File: config.mk
export PLATFORM = sky130hd
export DESIGN_NAME = vid_ramp_gen
export DESIGN_NICKNAME = d
export VERILOG_FILES = /design/src/rtl/vid_ramp_gen.sv
export SDC_FILE = /design/constraint.sdc
export NUM_CORES = 1
export LEC_CHECK = 0
export BUFFER_PORTS_ARGS = -buffer_cell sky130_fd_sc_hd__buf_2
export CAP_MARGIN = 20
export CORE_MARGIN = 3
export CORE_UTILIZATION = 44
export CTS_CLUSTER_DIAMETER = 150
export DETAILED_ROUTE_END_ITERATION = 16
export PLACE_DENSITY_LB_ADDON = 0.2
export SYNTH_ARGS = -nofsm -noshare
export SYNTH_HDL_FRONTEND = slang
export SYNTH_SLANG_ARGS = --single-unit
export TNS_END_PERCENT = 10
File: constraint.sdc
create_clock -name clk -period 7.4 [get_ports clk]
set_input_delay 0.74 -clock clk [delete_from_list [all_inputs] [get_ports clk]]
set_output_delay 0.74 -clock clk [all_outputs]
set_load 0.05 [all_outputs]
File: src/rtl/vid_ramp_gen.sv
module vid_ramp_gen #(
  parameter int CODE_W   = 8,
  parameter int BASE_DIV = 4,
  parameter int MAX_CODE = 230,
  parameter int BOOT_LO  = 90,
  parameter int BOOT_HI  = 135
) (
  input  logic              clk,
  input  logic              rst_n,
  input  logic              boot_hi,
  input  logic              cmd_valid,
  input  logic [1:0]        cmd_type,
  input  logic [CODE_W-1:0] cmd_target,
  input  logic [1:0]        slow_sel,
  output logic [CODE_W-1:0] dac_code,
  output logic              at_target
);
  localparam int PW = $clog2(BASE_DIV * 16) + 1;
  localparam logic [CODE_W-1:0] MAXC  = CODE_W'(MAX_CODE);
  localparam logic [CODE_W-1:0] BLO   = CODE_W'(BOOT_LO);
  localparam logic [CODE_W-1:0] BHI   = CODE_W'(BOOT_HI);
  localparam logic [PW-1:0]     BASEP = PW'(BASE_DIV);

  logic [CODE_W-1:0] code_q, tgt_q, cmd_tgt;
  logic [PW-1:0]     cnt_q, per_q, cmd_per;
  logic [2:0]        cmd_shift;
  logic              started_q, fault_q, tick;

  always_comb begin
    case (cmd_type)
      2'b00:   cmd_shift = 3'd0;
      2'b01:   cmd_shift = {1'b0, slow_sel} + 3'd1;
      2'b10:   cmd_shift = 3'd2;
      default: cmd_shift = 3'd4;
    endcase
  end

  assign cmd_per   = BASEP << cmd_shift;
  assign cmd_tgt   = (cmd_type == 2'b11) ? '0 : ((cmd_target > MAXC) ? MAXC : cmd_target);
  assign tick      = (cnt_q == per_q - PW'(1));
  assign dac_code  = code_q;
  assign at_target = (code_q == tgt_q);

  always_ff @(posedge clk or negedge rst_n) begin
    if (!rst_n) begin
      code_q    <= '0;
      tgt_q     <= '0;
      cnt_q     <= '0;
      per_q     <= BASEP;
      started_q <= 1'b0;
      fault_q   <= 1'b0;
    end else if (!started_q) begin
      started_q <= 1'b1;
      tgt_q     <= boot_hi ? BHI : BLO;
      per_q     <= BASEP << 2;
      cnt_q     <= '0;
    end else if (cmd_valid && !fault_q) begin
      tgt_q   <= cmd_tgt;
      per_q   <= cmd_per;
      cnt_q   <= '0;
      fault_q <= (cmd_type == 2'b11);
    end else if (tick) begin
      cnt_q <= '0;
      if (code_q < tgt_q)      code_q <= code_q + CODE_W'(1);
      else if (code_q > tgt_q) code_q <= code_q - CODE_W'(1);
    end else begin
      cnt_q <= cnt_q + PW'(1);
    end
  end
endmodule

* Word-level counts from Yosys, hierarchy flattened
Index checks and enable logic that the tools add are counted.
Word-level totals: register bits 32, bits in latches 0, bits in writable memories 0, ROM bits 0, input bits 16, output and inout bits 9, word-level logic and storage cells 41, memories 0
Operators by class: $add $sub $neg 5, $mul 0, divide/modulo/power cells 0, $lt $le $gt $ge 3, eq/ne operators 6, shifts and indexed selects 1, multiplexer cells 13, bitwise operators 1, reduce and logical (&&, ||, !) cells 6
Operator list (number):
- 8-bit 2-to-1 mux | 7
- 7-bit 2-to-1 mux | 5
- 3-bit case mux with 3 select lines | 1
- 8-bit by 1-bit adder with 8-bit output, second input constant | 1
- 8-bit == test | 1
- 8-bit > comparator | 1
- 8-bit > comparator, second input constant | 1
- 8-bit < comparator | 1
- 8-bit by 1-bit subtractor with 8-bit output, second input constant | 1
- 7-bit by 1-bit adder with 7-bit output, second input constant | 1
- 7-bit == test | 1
- 3-bit by 3-bit left shift with 7-bit output, first input constant | 1
- 7-bit by 1-bit subtractor with 7-bit output, second input constant | 1
- 2-bit == test, second input constant | 2
- 4-bit AND reduction | 1
- 2-bit by 1-bit adder with 3-bit output, second input constant | 1
- 2-bit by 1-bit == test with 1-bit output, second input constant | 1
- 2-bit zero test | 1
- 2-bit by 1-bit inequality test with 1-bit output, second input constant | 1
- 2-bit AND reduction | 1
- 2-bit nonzero test | 1
- 1-bit logical AND | 1
- 1-bit zero test | 1
- 1-bit NOT | 1

* Longest topological paths before layout
Gate-level depths: netlist (run 1).
depth in word-level cells 5, depth in mapped cells 13, depth with buffers taken out 13

* Worst setup path before layout (run 1)
No wires, ideal clock.
kind register -> register, start point register code_q[7], in the netlist dac_code[7], end point register code_q[1], in the netlist dac_code[1], library setup time 125 ps, data arrival time 3036 ps, required time 7275 ps, setup slack 4239 ps, cell stages (with the launch flop) 7, path buffers 0, period minus slack after synthesis 3161 ps, path through dfrtp_1 ha_1 nand4_1 nor3_1 o31ai_1 nand4b_4 mux2_2
Between the ends: word-level cells in the longest chain between the ends 3, elaborated cells on any way between the ends 5, classes of those cells order compare (2); mux (1); reduce/logical (2)
RTL lines:
- start: declaration | RTL line 24 | logic [CODE_W-1:0] code_q, tgt_q, cmd_tgt;
- start signal: assignment | RTL line 64 | if (code_q < tgt_q) code_q <= code_q + CODE_W'(1);
- start signal: assignment | RTL line 65 | else if (code_q > tgt_q) code_q <= code_q - CODE_W'(1);
- 8-bit < comparator / 8-bit > comparator (equally long branches) | RTL line 64, 65
- 2-bit nonzero test (no line)
- 4-bit AND reduction (no line)
Several ways; a longest one is shown, not always the timed one. A chain may end at the register's enable or synchronous reset.

* Worst setup path after layout (run 1)
start point register code_q[1], in the netlist dac_code[1], end point register code_q[7], in the netlist dac_code[7]
Between the ends: word-level cells in the longest chain between the ends 3, elaborated cells on any way between the ends 8, classes of those cells add/sub (2); order compare (2); mux (2); reduce/logical (2)
RTL lines (RTL line):
- 8-bit by 1-bit subtractor with 8-bit output (tied with other cells) | 65
- 8-bit 2-to-1 mux / 2-bit nonzero test (equally long branches)
- 8-bit 2-to-1 mux / 4-bit AND reduction (equally long branches)
Several ways; a longest one is shown, not always the timed one. The select of a mux whose other input is x is not followed.

==> reports/metrics.csv, run 1 <==
metric,value,unit
status,"complete, no violations",
CTS Hold Bufs,0,
Finish-stage setup viols,0,
Floorplan Core Area,4090,um^2
"commonest non-fill, non-tap cell in the layout",dfrtp_1,
PD cells,161,nW/um^2
Crit path largest cell delay,0.44,ns
total track usage,15.0,%
Post-synth EDFFs,0,
Nets,258,
Worst Tran Pin Value,0.839,ns
crit end category,register,
largest net degree at the start of global routing,31,
period utilisation layout,42.9,%
share of layout cells above drive strength 1,17.3,%
Total Routed Length,3.52,mm
Boundary Pins,25,
"Area growth, synth to finish",13.1,%
# Post-CTS Setup Buffers,0,
vias in the first global route,1311,
max-slew violation count,0,
clock-pin slew on the worst setup and hold paths,0.06,ns
"CP delay by family, top",compound AO/OA/AOI/OAI gates,
Worst Clk Skew,0.00358,ns
DIE WIDTH,71.7,um
Post-synth ARST share,100,%
DRC viols,0,
CTS tree,yes,
Static Leakage,1.10,nW
number of CTS-inserted buffers,5,
ys flop type,dfrtp_1,
f_max,315,MHz
CTS H-Tree Depth,2,
die area,5140,um^2
worst vdd ir,110,uV
Core Rows,23,
"FF+latch count, synth",30,
GPL Wtd Cong,0.823,
Hold Crit Class,reg2reg,
"Net Count, Synth",231,
final setup TNS,0,ns
Syn. warnings,0,
clock sink count,30,
CP required,7.61,ns
Final Util,52.6,%
crit path cell chain,ha_1 -> nand2b_1 -> a21oi_1 -> o21ba_2 -> or2_2 -> ha_1 -> a21oi_1 -> o21ai_0 -> o41ai_1 -> o21ai_0 -> a21oi_2 -> xor2_1,
RSZ-0062 raised after global routing,no,
max_cap viols,0,
Final Hold Viols,0,
clk_lat worst skew,0.28,ns
number of inserted diodes,0,
initial core utilization,46.5,%
Vias,1430,
Detailed Place HPWL,2.71,mm
Critical Path AT,3.38,ns
iteration-0 DRC count of the detailed router,43,
PortBufs,24,
Final min period,3.17,ns
Root Driver,clkbuf_8,
CP max stage cell,dfrtp_1,
Max clock buf depth,2,
"commonest non-fill, non-tap cells in the layout","dfrtp_1 (29), buf_2 (24), inv_1 (17), ha_1 (17), nand2_1 (16)",
CP Launch Type,register,
Mean Syn Cell Area,9.64,um^2
CP bufs+invs,0,
Gate Count Post-Synth,197,
total congestion overflow,0,
Setup Crit Path Kind,reg2reg,
Netlist cell types,44,
Wirelength per Cell,12.8,um
initial antenna violation count,0,
CP Max Fanout,7,
vias per cell,5.20,
Antenna Nets Post-Route,0,
first-pass GRT wire length,5.99,mm
post_cts resized,0,
Chip Height,71.7,um
Initial DRT Pass Iterations,4,
Rel. slew slack,43.9,%
register area share after synthesis,39.6,%
Syn Std Cell Area,1900,um^2
-- final timing paths --
path                             start     endpoint  slack, ns  depth (start not counted)
setup / recovery           dac_code[1]  dac_code[7]       4.23                         12
hold / removal                cnt_q[0]     cnt_q[0]       0.46                          1
setup reg to reg           dac_code[1]  dac_code[7]       4.23                         12
hold reg to reg               cnt_q[0]     cnt_q[0]       0.46                          1
max in group asynchronous        rst_n  dac_code[4]       6.47                          1
min in group asynchronous        rst_n     cnt_q[2]       0.50                          1
-- kinds of logic after synthesis --
logic type	count (synthesis)	share of synthesized area [%]
AND/OR/NAND/NOR	60	16.1
AO/OA/AOI/OAI	48	18.2
flip-flops	30	39.6
buffers and inverters	21	4.68
adder cells (fa/ha/maj)	18	12.3
XOR/XNOR	17	7.84
multiplexers	2	1.19
other	1	0.197
-- per-layer routing --
layer / vias to the layer above / GRT usage, % / share of wire, %
met5: - / 0 / 0
met4: 0 / 6.89 / 1.9
met3: 8 / 4.35 / 4.1
met2: 23 / 21.8 / 44
met1: 657 / 20.6 / 50
li1: 742 / - / -
-- sequential cells by signal, summed over array words and instances (netlist names) --
signal     flops
started_q      1
tgt_q          8
dac_code       8
cnt_q          7
fault_q        1
per_q          5
-- cell type report --
| cell class | count | area [um^2] |
|---|---|---|
| clock inverters | 1 | 5.00 |
| flip-flops and latches | 30 | 752 |
| multi-input cells | 146 | 1060 |
| inverters | 17 | 63.8 |
| well taps | 50 | 62.6 |
| clock buffers | 7 | 86.3 |
| repair buffers | 24 | 120 |
| fillers | 389 | 1940 |
-- synthesized netlist by cell type (2+ instances only) --
library cell,number,area share (%)
a31oi_1,2,0.66
o31ai_1,2,0.79
buf_2,2,0.53
nor3_1,5,1.3
and2_1,3,0.99
nand3_1,6,1.6
xnor2_1,10,4.6
a32o_1,2,1.1
nand2_1,16,3.2
a21oi_1,12,3.2
a21o_1,3,1.2
nand4_1,2,0.66
ha_1,17,11
nand2b_1,6,2.0
a221o_1,3,1.6
nor2b_1,3,0.99
nor2_1,14,2.8
inv_1,17,3.4
dfrtp_1,29,38
xor2_1,7,3.2
o21ai_0,11,2.9
mux2_2,2,1.2
o21bai_1,2,0.79
-- metrics by stage --
stage	total power [mW]	hold slack (ns)	setup WS (ns)	cells	cell area [um^2]
after global placement	0.215	0.445	4.20	267	2060
after CTS	0.352	0.462	4.25	275	2150
final	0.346	0.458	4.23	275	2150
after detailed placement	0.216	0.453	4.29	267	2060
after floorplan	0.201	0.423	4.24	197	1900
after global routing	0.366	0.491	4.04	275	2150
-- worst reg2reg max path, cell delays in order (launching register included) --
cell,delay [ns]
dfrtp_1,0.44
ha_1,0.33
nand2b_1,0.07
a21oi_1,0.08
o21ba_2,0.22
or2_2,0.36
ha_1,0.29
a21oi_1,0.17
o21ai_0,0.16
o41ai_1,0.43
o21ai_0,0.19
a21oi_2,0.19
xor2_1,0.16
-- report_power, final --
part | switching, mW | internal (mW) | leakage [nW]
registers | 0.00505 | 0.171 | 0.384
logic | 0.0207 | 0.0153 | 0.666
clock network | 0.0593 | 0.0748 | 0.0482
total | 0.0850 | 0.261 | 1.10
Note: power is estimated with default switching activity, not from simulation.
==> run 2, diff against run 1 <==
==> constraint.sdc (replaced) <==
create_clock -name clk -period 2.6 [get_ports clk]
set_input_delay 0.26 -clock clk [delete_from_list [all_inputs] [get_ports clk]]
set_output_delay 0.26 -clock clk [all_outputs]
set_load 0.05 [all_outputs]
==> run 2 against run 1 <==
- the run now ends with setup timing left
- setup slack got worse by 4.4 ns
- sequential share of layout area fell by 4.9 points
- count of clock-buffer cells in the layout grew 1
- fmax rose by 14%
==> reports/metrics.csv, run 2 (same netlist as run 1, synthesis figures left out) <==
metric,value,unit
Total Routed Length,4.12,mm
Worst Clk Skew,0.00918,ns
Layout fillers,331,
Detailed Place HPWL,3.01,mm
PnR worst setup slack,-0.185,ns
Area after DPL,2350,um^2
clock-pin slew on the worst setup and hold paths,0.07,ns
first-pass GRT wire length,6.85,mm
Hold Crit Class,in2async,
share of layout cells above drive strength 1,37.4,%
Final min period,2.78,ns
largest net degree at the start of global routing,31,
"commonest non-fill, non-tap cells in the layout","buf_4 (28), buf_2 (24), dfrtp_1 (21)",
clk_lat worst skew,0.28,ns
PD cells,407,nW/um^2
DIE WIDTH,71.7,um
Nets,287,
Max clock buf depth,2,
initial antenna violation count,0,
Antenna Nets Post-Route,0,
number of inserted diodes,0,
DRC viols,0,
Finish-stage setup viols,2,
Final Util,61.8,%
Root Driver,clkbuf_8,
CTS tree,yes,
CTS Hold Bufs,0,
period utilisation layout,107,%
CP required,2.80,ns
Core Rows,23,
f_max,359,MHz
vias per cell,5.19,
Critical path origin,tgt_q[3],
vias in the first global route,1539,
CP Launch Type,register,
GPL Wtd Cong,0.789,
flop-to-flop setup slack,-0.18,ns
post-route cell area,2530,um^2
Floorplan Core Area,4090,um^2
clock sink count,30,
Worst Tran Pin Value,0.778,ns
violated checks,setup timing,
number of CTS-inserted buffers,5,
RSZ-0062 raised after global routing,yes,
max_cap viols,0,
Initial DRT Pass Iterations,4,
final setup TNS,-0.299,ns
Boundary Pins,25,
max-slew violation count,0,
Setup Crit Path Kind,reg2reg,
RR Startpoint,tgt_q[3],
Worst R2R Path Depth,12,
total track usage,16.8,%
Final Hold Viols,0,
Rel. slew slack,48.0,%
total congestion overflow,0,
Wirelength per Cell,13.5,um
status,finished with violations,
PortBufs,24,
r2r endpoint,dac_code[7],
initial core utilization,46.5,%
Chip Height,71.7,um
post-route insts no fill,304,
"Area growth, synth to finish",33.1,%
crit end category,register,
CTS H-Tree Depth,2,
iteration-0 DRC count of the detailed router,81,
Critical Path AT,2.99,ns
CP Max Fanout,6,
"commonest non-fill, non-tap cell in the layout",buf_4,
placed insts,294,
Vias,1579,
die area,5140,um^2
Static Leakage,1.22,nW
worst vdd ir,256,uV
[run 2: cell count changes in the layout (fill, tap and decap cells not counted), moves of 4 or more]
cell     change
buf_4       +28
dfrtp_2      +8
ha_1         -8
dfrtp_1      -8
ha_4         +8
o21ai_0      -4
[run 2: area by class of cell]
class	instances	area, um^2	area share, %
Tap cell	50	62.6	2.48
Inverter	17	63.8	2.52
Multi-Input combinational cell	146	1210	47.8
Timing Repair Buffer	53	342	13.5
Clock buffer	8	90.1	3.56
Sequential cell	30	762	30.1
[run 2: power by group]
| group | switching (mW) | total, mW | internal, mW | leakage [nW] |
|---|---|---|---|---|
| clock | 0.176 | 0.391 | 0.216 | 0.0455 |
| sequential | 0.0146 | 0.501 | 0.486 | 0.371 |
| combinational | 0.0681 | 0.135 | 0.0674 | 0.807 |
| total | 0.258 | 1.03 | 0.769 | 1.22 |
[run 2: critical path: stages, from the launching register on]
cell and delay [ns]:
dfrtp_1 0.39, inv_2 0.08, ha_4 0.20, a21o_1 0.18
o21ba_4 0.20, or2_4 0.31, ha_4 0.30, nand3_1 0.09
o21ai_2 0.18, o41ai_2 0.09, or3_1 0.37, a21oi_2 0.15
xor2_1 0.15
[run 2: worst max path at each step]
stage	depth (start not counted)	slack [ns]	endpoint
after floorplan	11	-0.19	dac_code[6]
after global routing	12	-0.30	dac_code[7]
final	12	-0.18	dac_code[7]
after global placement	11	-0.11	dac_code[7]
after CTS	13	-0.12	dac_code[7]
after detailed placement	11	-0.19	dac_code[7]
[run 2: routing by layer]
metal | wire (um) | up-vias | track usage [%] | part of all wire [%]
li1 | - | 807 | - | -
met1 | 1960 | 730 | 21.8 | 48
met2 | 1930 | 38 | 27.4 | 47
met3 | 194 | 4 | 4.63 | 4.7
met4 | 35 | 0 | 4.59 | 0.85
met5 | 0 | - | 0 | 0
[run 2: stage by stage]
step / hold WS, ns / power [mW] / setup WS [ns]
floorplan: -0.0356 / 0.577 / -0.194
global placement: 0.346 / 0.632 / -0.111
detailed placement: 0.352 / 0.634 / -0.186
CTS: 0.0452 / 1.03 / -0.122
global route: 0.0621 / 1.08 / -0.302
finish: 0.0133 / 1.03 / -0.185
[run 2: what timing repair did]
action                                  in CTS  in global routing
resized for setup                            6                 10
setup buffers                                1                  1
pin swaps                                    1                  4
endpoints found under the setup margin       2                  4
==> run 3, diff against run 2 <==
--- a/config.mk
+++ b/config.mk
@@ -7,8 +7,10 @@
 export LEC_CHECK = 0
 export BUFFER_PORTS_ARGS = -buffer_cell sky130_fd_sc_hd__buf_2
 export CAP_MARGIN = 20
+export CELL_PAD_IN_SITES_DETAIL_PLACEMENT = 0
+export CELL_PAD_IN_SITES_GLOBAL_PLACEMENT = 1
 export CORE_MARGIN = 3
-export CORE_UTILIZATION = 44
+export CORE_UTILIZATION = 40
 export CTS_CLUSTER_DIAMETER = 150
 export DETAILED_ROUTE_END_ITERATION = 16
 export PLACE_DENSITY_LB_ADDON = 0.2
==> constraint.sdc (replaced) <==
create_clock -name clk -period 2.3 [get_ports clk]
set_input_delay 0.23 -clock clk [delete_from_list [all_inputs] [get_ports clk]]
set_output_delay 0.23 -clock clk [all_outputs]
set_load 0.05 [all_outputs]
==> run 3 against run 2 <==
- core utilization down 3.1 points
- worst hold slack lost 0.033 ns
- critical path depth down 1
- largest cell class unchanged
- the flow finishes with violations (hold timing, setup timing)
- non-clock buffer count up 9
- sequential share of layout area is 1.2 points lower
- critical path type unchanged
- via count rose by 2.3%
- cell area up 4.0%
- fmax increased by 0.60%
- largest power group unchanged
- die area increased by 9.1%
- final cell count is 3.6% higher
==> reports/metrics.csv, run 3 (same netlist as run 1, synthesis figures left out) <==
metric,value,unit
status,finished with violations,
violated checks,"hold timing, setup timing",
CP required,2.47,ns
Boundary Pins,25,
Final Util,58.8,%
Final Hold Viols,29,
PortBufs,24,
die area,5610,um^2
RSZ-0062 raised after global routing,yes,
Wirelength per Cell,13.6,um
Core Rows,24,
DRC viols,0,
clk_lat worst skew,0.29,ns
PnR worst setup slack,-0.468,ns
flop-to-flop setup slack,-0.47,ns
Worst Clk Skew,0.00420,ns
number of inserted diodes,0,
Setup Crit Path Kind,reg2reg,
Worst Tran Pin Value,0.686,ns
vias in the first global route,1642,
final setup TNS,-1.33,ns
Critical Path AT,2.94,ns
Hold Crit Class,in2async,
Nets,296,
post-route insts no fill,315,
Chip Height,74.9,um
Layout fillers,390,
Initial DRT Pass Iterations,4,
initial core utilization,42.4,%
Floorplan Core Area,4470,um^2
PD cells,482,nW/um^2
max_cap viols,0,
"commonest non-fill, non-tap cells in the layout","buf_4 (37), buf_2 (24), dfrtp_1 (21)",
"commonest non-fill, non-tap cell in the layout",buf_4,
max-slew violation count,0,
number of CTS-inserted buffers,5,
worst vdd ir,259,uV
Antenna Nets Post-Route,0,
Final min period,2.77,ns
CTS Hold Bufs,0,
largest net degree at the start of global routing,31,
initial antenna violation count,0,
placed insts,305,
Total Routed Length,4.29,mm
clock-pin slew on the worst setup and hold paths,0.07,ns
"Area growth, synth to finish",38.4,%
CTS H-Tree Depth,2,
vias per cell,5.13,
CP Launch Type,register,
Max clock buf depth,2,
Static Leakage,1.27,nW
f_max,361,MHz
total congestion overflow,0,
Finish-stage setup viols,5,
Rel. slew slack,54.3,%
WHS,-0.0195,ns
CP Max Fanout,6,
clock sink count,30,
crit end category,register,
share of layout cells above drive strength 1,40.3,%
Detailed Place HPWL,3.32,mm
period utilisation layout,120,%
total track usage,16.7,%
GPL Wtd Cong,0.799,
CTS tree,yes,
iteration-0 DRC count of the detailed router,72,
first-pass GRT wire length,7.18,mm
Root Driver,clkbuf_8,
Vias,1615,
DIE WIDTH,74.9,um
run 3: cell types whose count changed in the layout (fill, tap and decap cells not counted), sizes merged:
cell,delta
buf,+9
clkbuf,-2
bufinv,+1
clkinvlp,+1
run 3: worst max-delay path, stage by stage (launching register included):
cell and delay (ns):
dfrtp_2 0.44, ha_4 0.23, a21o_1 0.16, o21ba_2 0.20, or2_4 0.31, fa_2 0.37, a21o_1 0.19, a21oi_2 0.14
o21bai_1 0.09, a21oi_1 0.17, xnor2_1 0.08, mux2_2 0.26
run 3: worst paths after layout:
path / to / cells past startpoint / startpoint
min in group clk: tgt_q[3] / 2 / cmd_target[3]
setup reg to reg: dac_code[6] / 11 / dac_code[3]
max in group asynchronous: dac_code[6] / 1 / rst_n
hold / removal: cnt_q[0] / 1 / rst_n
hold reg to reg: cnt_q[0] / 1 / cnt_q[0]
setup / recovery: dac_code[6] / 11 / dac_code[3]
run 3: metal layers:
layer  share of wire (%)  global-route usage (%)
met1                  46                    20.6
met2                  49                    28.8
met3                 3.5                    4.27
met4                0.86                    4.94
met5                   0                       0
run 3: report_power, final:
group          switching [mW]  internal, mW
Clock                   0.216         0.323
Combinational          0.0801        0.0804
Sequential             0.0174         0.550
Total                   0.314         0.953
run 3: cell type report:
class	instances	area (um^2)	share of cell area (%)
clock inverter	2	37.5	1.43
timing repair buffer	62	409	15.6
multi-input combinational	146	1220	46.4
tap	52	65.1	2.48
sequential	30	762	29.0
inverter	17	63.8	2.43
clock buffer	6	72.6	2.76
run 3: metrics by stage:
| stage | cell area, um^2 | hold slack, ns | worst slack (ns) | power, mW |
|---|---|---|---|---|
| floorplan | 1990 | -0.0656 | -0.494 | 0.652 |
| finish | 2630 | -0.0195 | -0.468 | 1.27 |
| CTS | 2560 | 0.00212 | -0.454 | 1.28 |
| detailed placement | 2420 | 0.319 | -0.523 | 0.730 |
| global route | 2630 | 0.0283 | -0.625 | 1.32 |
| global placement | 2420 | 0.307 | -0.456 | 0.721 |
run 3: timing repair:
item | 4_1_cts | 5_1_grt
pin swaps | 5 | 6
gates cloned | 0 | 0
resized for setup | 9 | 8
setup buffers | 1 | 1
setup endpoints to repair | 5 | 7
